--- src/rtl/grp_cnt_pkg.sv ---
// Package: shared constants and types for the grouped-carry counter.
// Assumes every slice holds exactly two bits.
package grp_cnt_pkg;
    localparam int SLICE_W = 2;

    typedef enum logic {
        DIR_DOWN = 1'b0,
        DIR_UP   = 1'b1
    } dir_e;
endpackage

--- src/rtl/grp_slice_carry.sv ---
// Module: grp_slice_carry
// Purely combinational carry logic for one two-bit slice. From the incoming
// enable, the direction and the slice's present bits it produces the toggle
// enables for both bits and the carry/borrow passed to the next slice.
// Assumes cin is already gated by everything below this slice.
module grp_slice_carry
    import grp_cnt_pkg::*;
(
    input  logic               cin,
    input  dir_e               dir,
    input  logic [SLICE_W-1:0] bits,
    output logic [SLICE_W-1:0] tgl,
    output logic               cout
);
    logic lo_ok;
    logic hi_ok;

    // Decide whether each bit is at its direction's terminal value.
    always_comb begin
        lo_ok = (dir == DIR_UP) ? bits[0] : ~bits[0];
        hi_ok = (dir == DIR_UP) ? bits[1] : ~bits[1];
    end

    // Build the toggle enables and the outgoing carry.
    always_comb begin
        tgl[0] = cin;
        tgl[1] = cin & lo_ok;
        cout   = cin & lo_ok & hi_ok;
    end
endmodule

--- src/rtl/grp_slice.sv ---
// Module: grp_slice
// One two-bit slice of the counter: its register pair plus its carry cell.
// Priority at the clock edge: synchronous reset, then load, then toggle.
// Assumes rst_n is synchronous to clk.
module grp_slice
    import grp_cnt_pkg::*;
(
    input  logic               clk,
    input  logic               rst_n,
    input  logic               cin,
    input  dir_e               dir,
    input  logic               ld,
    input  logic [SLICE_W-1:0] ld_bits,
    output logic [SLICE_W-1:0] bits,
    output logic               cout
);
    logic [SLICE_W-1:0] tgl;

    grp_slice_carry u_carry (
        .cin  (cin),
        .dir  (dir),
        .bits (bits),
        .tgl  (tgl),
        .cout (cout)
    );

    // Hold the slice's two count bits.
    always_ff @(posedge clk) begin
        if (!rst_n) begin
            bits <= '0;
        end else if (ld) begin
            bits <= ld_bits;
        end else begin
            bits <= bits ^ tgl;
        end
    end
endmodule

--- src/rtl/grp_updn_counter.sv ---
// Module: grp_updn_counter
// Loadable up/down counter made of N_SLICES two-bit slices. The slices are
// chained through explicit carry/borrow signals. The carry from the top
// slice is brought out as tc_out.
// Assumes rst_n is synchronous and active-low, and that all other controls
// are active-high.
module grp_updn_counter
    import grp_cnt_pkg::*;
#(
    parameter int N_SLICES = 12,
    localparam int WIDTH   = N_SLICES * SLICE_W
) (
    input  logic             clk,
    input  logic             rst_n,
    input  logic             ce,
    input  logic             up,
    input  logic             ld,
    input  logic [WIDTH-1:0] ld_val,
    output logic [WIDTH-1:0] q,
    output logic             tc_out
);
    logic [N_SLICES:0] chain;
    dir_e              dir;

    // Map the direction pin onto the shared enum.
    always_comb begin
        dir      = dir_e'(up);
        chain[0] = ce;
    end

    for (genvar s = 0; s < N_SLICES; s++) begin : g_slice
        grp_slice u_slice (
            .clk     (clk),
            .rst_n   (rst_n),
            .cin     (chain[s]),
            .dir     (dir),
            .ld      (ld),
            .ld_bits (ld_val[s*SLICE_W +: SLICE_W]),
            .bits    (q[s*SLICE_W +: SLICE_W]),
            .cout    (chain[s+1])
        );
    end

    // Expose the carry leaving the top slice.
    always_comb tc_out = chain[N_SLICES];
endmodule

--- config.mk ---
export PLATFORM = sky130hd
export DESIGN_NAME = grp_updn_counter
export DESIGN_NICKNAME = d
export VERILOG_FILES = /design/src/rtl/grp_cnt_pkg.sv /design/src/rtl/grp_slice_carry.sv /design/src/rtl/grp_slice.sv /design/src/rtl/grp_updn_counter.sv
export SDC_FILE = /design/constraint.sdc
export NUM_CORES = 1
export LEC_CHECK = 0
export ABC_AREA = 1
export BUFFER_PORTS_ARGS = -buffer_cell sky130_fd_sc_hd__buf_2
export CORE_UTILIZATION = 55
export DETAILED_ROUTE_END_ITERATION = 7
export HOLD_SLACK_MARGIN = 0.06
export PLACE_DENSITY = 0.85
export RECOVER_POWER = 25
export SLEW_MARGIN = 40
export SYNTH_ARGS = -nofsm -noshare
export SYNTH_HDL_FRONTEND = slang
export SYNTH_SLANG_ARGS = --single-unit
--- constraint.sdc ---
create_clock -name clk -period 3.51 [get_ports clk]
set_clock_uncertainty 0.15 [all_clocks]
set_input_delay 0.8775 -clock clk [delete_from_list [all_inputs] [get_ports clk]]
set_output_delay 0.8775 -clock clk [all_outputs]
set_load 0.05 [all_outputs]
==> results.json <==
{
  "slew_headroom_pct": 30.3,
  "p_leak_uw": 0.00113,
  "worst_pin_slew_ps": 1040,
  "cts_sinks": 24,
  "top_register": "g_slice.u_slice.bits",
  "start_util_pct": 59.7,
  "ys_warn_count": 0,
  "status": "finished, violations left",
  "largest_reg_flops": 24,
  "pin_count": 54,
  "die_width_um": 57.4,
  "dr.pass1.iters": 6,
  "design_area_um2": 2080,
  "cts_tree": "built",
  "hold_buffers": 0,
  "nets": 348,
  "instances_no_fill": 349,
  "synth_cell_types": 30,
  "peakVddDrop_mv": 0.301,
  "syn_avg_cell_area_um2": 6.52,
  "violations": "DRC",
  "cp-end-kind": "output pin",
  "crit_arrival_ps": 2370,
  "die_h_um": 57.4,
  "worstSkewPairLatency_ps": 320,
  "synth-seq-cells": 24,
  "seqCellArea_um2": 480,
  "avgViaCountPerCell": 4.95,
  "cts_buffers": 3,
  "drv_cap": 0,
  "vias": 1729,
  "reg.largest.list": "g_slice.u_slice.bits: 24 flops",
  "synthCells": 259,
  "timing.hold.ws_ps": 449,
  "area_growth_pct": 23.3,
  "syn_area_um2": 1690,
  "grt_use_total_pct": 24.2,
  "drtIter0Drc": 60,
  "hold_violations": 0,
  "routedWlPerCell_um": 10.6,
  "worstSetupPathType": "in -> out",
  "floorplan.die_area_um2": 3290,
  "fmax_ghz": 0.295,
  "grt_antenna_before_repair": 0,
  "multi_input_area_um2": 1000,
  "diodes": 0,
  "p_per_area_nw_per_um2": 337,
  "drc": 1,
  "ys_seq_area_share_pct": 28.5,
  "synth_nets": 288,
  "grt_max_degree": 38,
  "dp_hpwl_um": 2690,
  "cp_max_fo": 14,
  "finalCritPeriodShare_pct": 96.7,
  "dpl.cell_count": 344,
  "ctsHtreeMaxLevel": 1,
  "hold_class": "reg -> reg",
  "final.fill_count": 251,
  "globalRouteOverflowTotal": 0,
  "period_needed_ps": 3390,
  "drive_gt1_share_pct": 27.0,
  "root_buffer": "clkbuf_4",
  "grt_pass1_wl_um": 6470,
  "coreArea_um2": 2830,
  "maxSlewViolCount": 0,
  "clk_pin_slew_ps": 140,
  "start_kind": "input pin",
  "port_buffers": 53,
  "wirelength_um": 3710,
  "rows": 19,
  "grt_pass1_vias": 1560,
  "place_area_um2": 2020,
  "place.gp.congestion": 0.793,
  "antenna_left": 0,
  "cts_max_path_buffers": 2,
  "critPathRequiredTime_ps": 2480,
  "setup_violations": 0
}
repair_timing:
action                                  4_1_cts  5_1_grt
buffers inserted                              1        0
endpoints found under the setup margin        1        1
cloned                                        0        0
pin swaps                                     1        0
resized for setup                             3        5
report_power, final:
part	total, uW	internal (uW)	switching (uW)
registers	318	293	25.5
logic	233	74.8	158
clock network	150	63.4	86.5
area by class of cell:
type | instances | area share (%)
flip-flops and latches | 24 | 23.1
well taps | 31 | 1.86
multi-input cells | 180 | 48.2
clock buffers | 4 | 1.74
repair buffers | 64 | 16.8
inverters | 46 | 8.30
worst max-delay path, stage by stage:
cell and delay (ps):
buf_4 170, buf_4 170, or2_1 260, o21ai_2 190, nand4_4 140, nor2_4 100, nand4_1 120, a21oi_2 150
buf_6 170
Yosys cell counts (all sizes together):
master   n  share of area, %
a21o     2              0.89
inv     46                10
nand4    5               3.5
or2      4               1.5
nor2    46                13
clkbuf   4              0.89
xnor2    6               3.1
xor2     8               4.2
o211ai   4               1.8
o21a     1              0.44
a21oi   12               3.6
o21ai   24               8.2
o221ai   3               1.6
buf      5               2.1
nand3   16               5.3
nand2   49                11
dfxtp   24                28
logic make-up after synthesis:
group | after synthesis | share of synthesized area [%]
xor+xnor | 14 | 7.26
flops | 24 | 28.5
compound gates | 46 | 16.5
simple gates | 120 | 34.5
buf+inv | 55 | 13.3
cell usage in the layout (no fill, tap or decap), drive strengths merged, types with 5 or more instances in the layout:
cell type  netlist  layout
o21ai           24      24
a21oi           12      12
nand4            5       5
buf              5      59
nand2           49      49
xor2             8       8
inv             46      46
nor2            46      46
nand3           16      16
clkbuf           4       9
xnor2            6       6
dfxtp           24      24
through the flow:
stage | setup TNS (ps) | setup WS, ps | power, uW | util, %
floorplan | 0 | 97.2 | 492 | -
global placement | -31.5 | -31.5 | 548 | 71.4
detailed placement | -58.3 | -58.3 | 552 | 71.4
CTS | 0 | 31.6 | 702 | 73.2
global route | -0.760 | -0.760 | 744 | 73.6
finish | 0 | 117 | 701 | 73.6
per-layer routing:
metal	vias up	track usage (%)	share of wire, %	wire length [um]
met4	0	6.27	0.70	26
met5	-	0	0	0
met3	5	4.54	4.7	173
li1	931	-	-	-
met1	745	30.5	46	1700
met2	48	42.2	49	1810
worst paths after layout:
path         slack (ps)  cells after the start                     endpoint                   startpoint
max                 120                      9                       tc_out                           up
max reg2reg        1490                     12  g_slice[10].u_slice.bits[1]   g_slice[0].u_slice.bits[0]
min                 450                      4  g_slice[11].u_slice.bits[0]  g_slice[11].u_slice.bits[0]
min reg2reg         450                      4  g_slice[11].u_slice.bits[0]  g_slice[11].u_slice.bits[0]
Note: power is estimated with default switching activity, not from simulation.
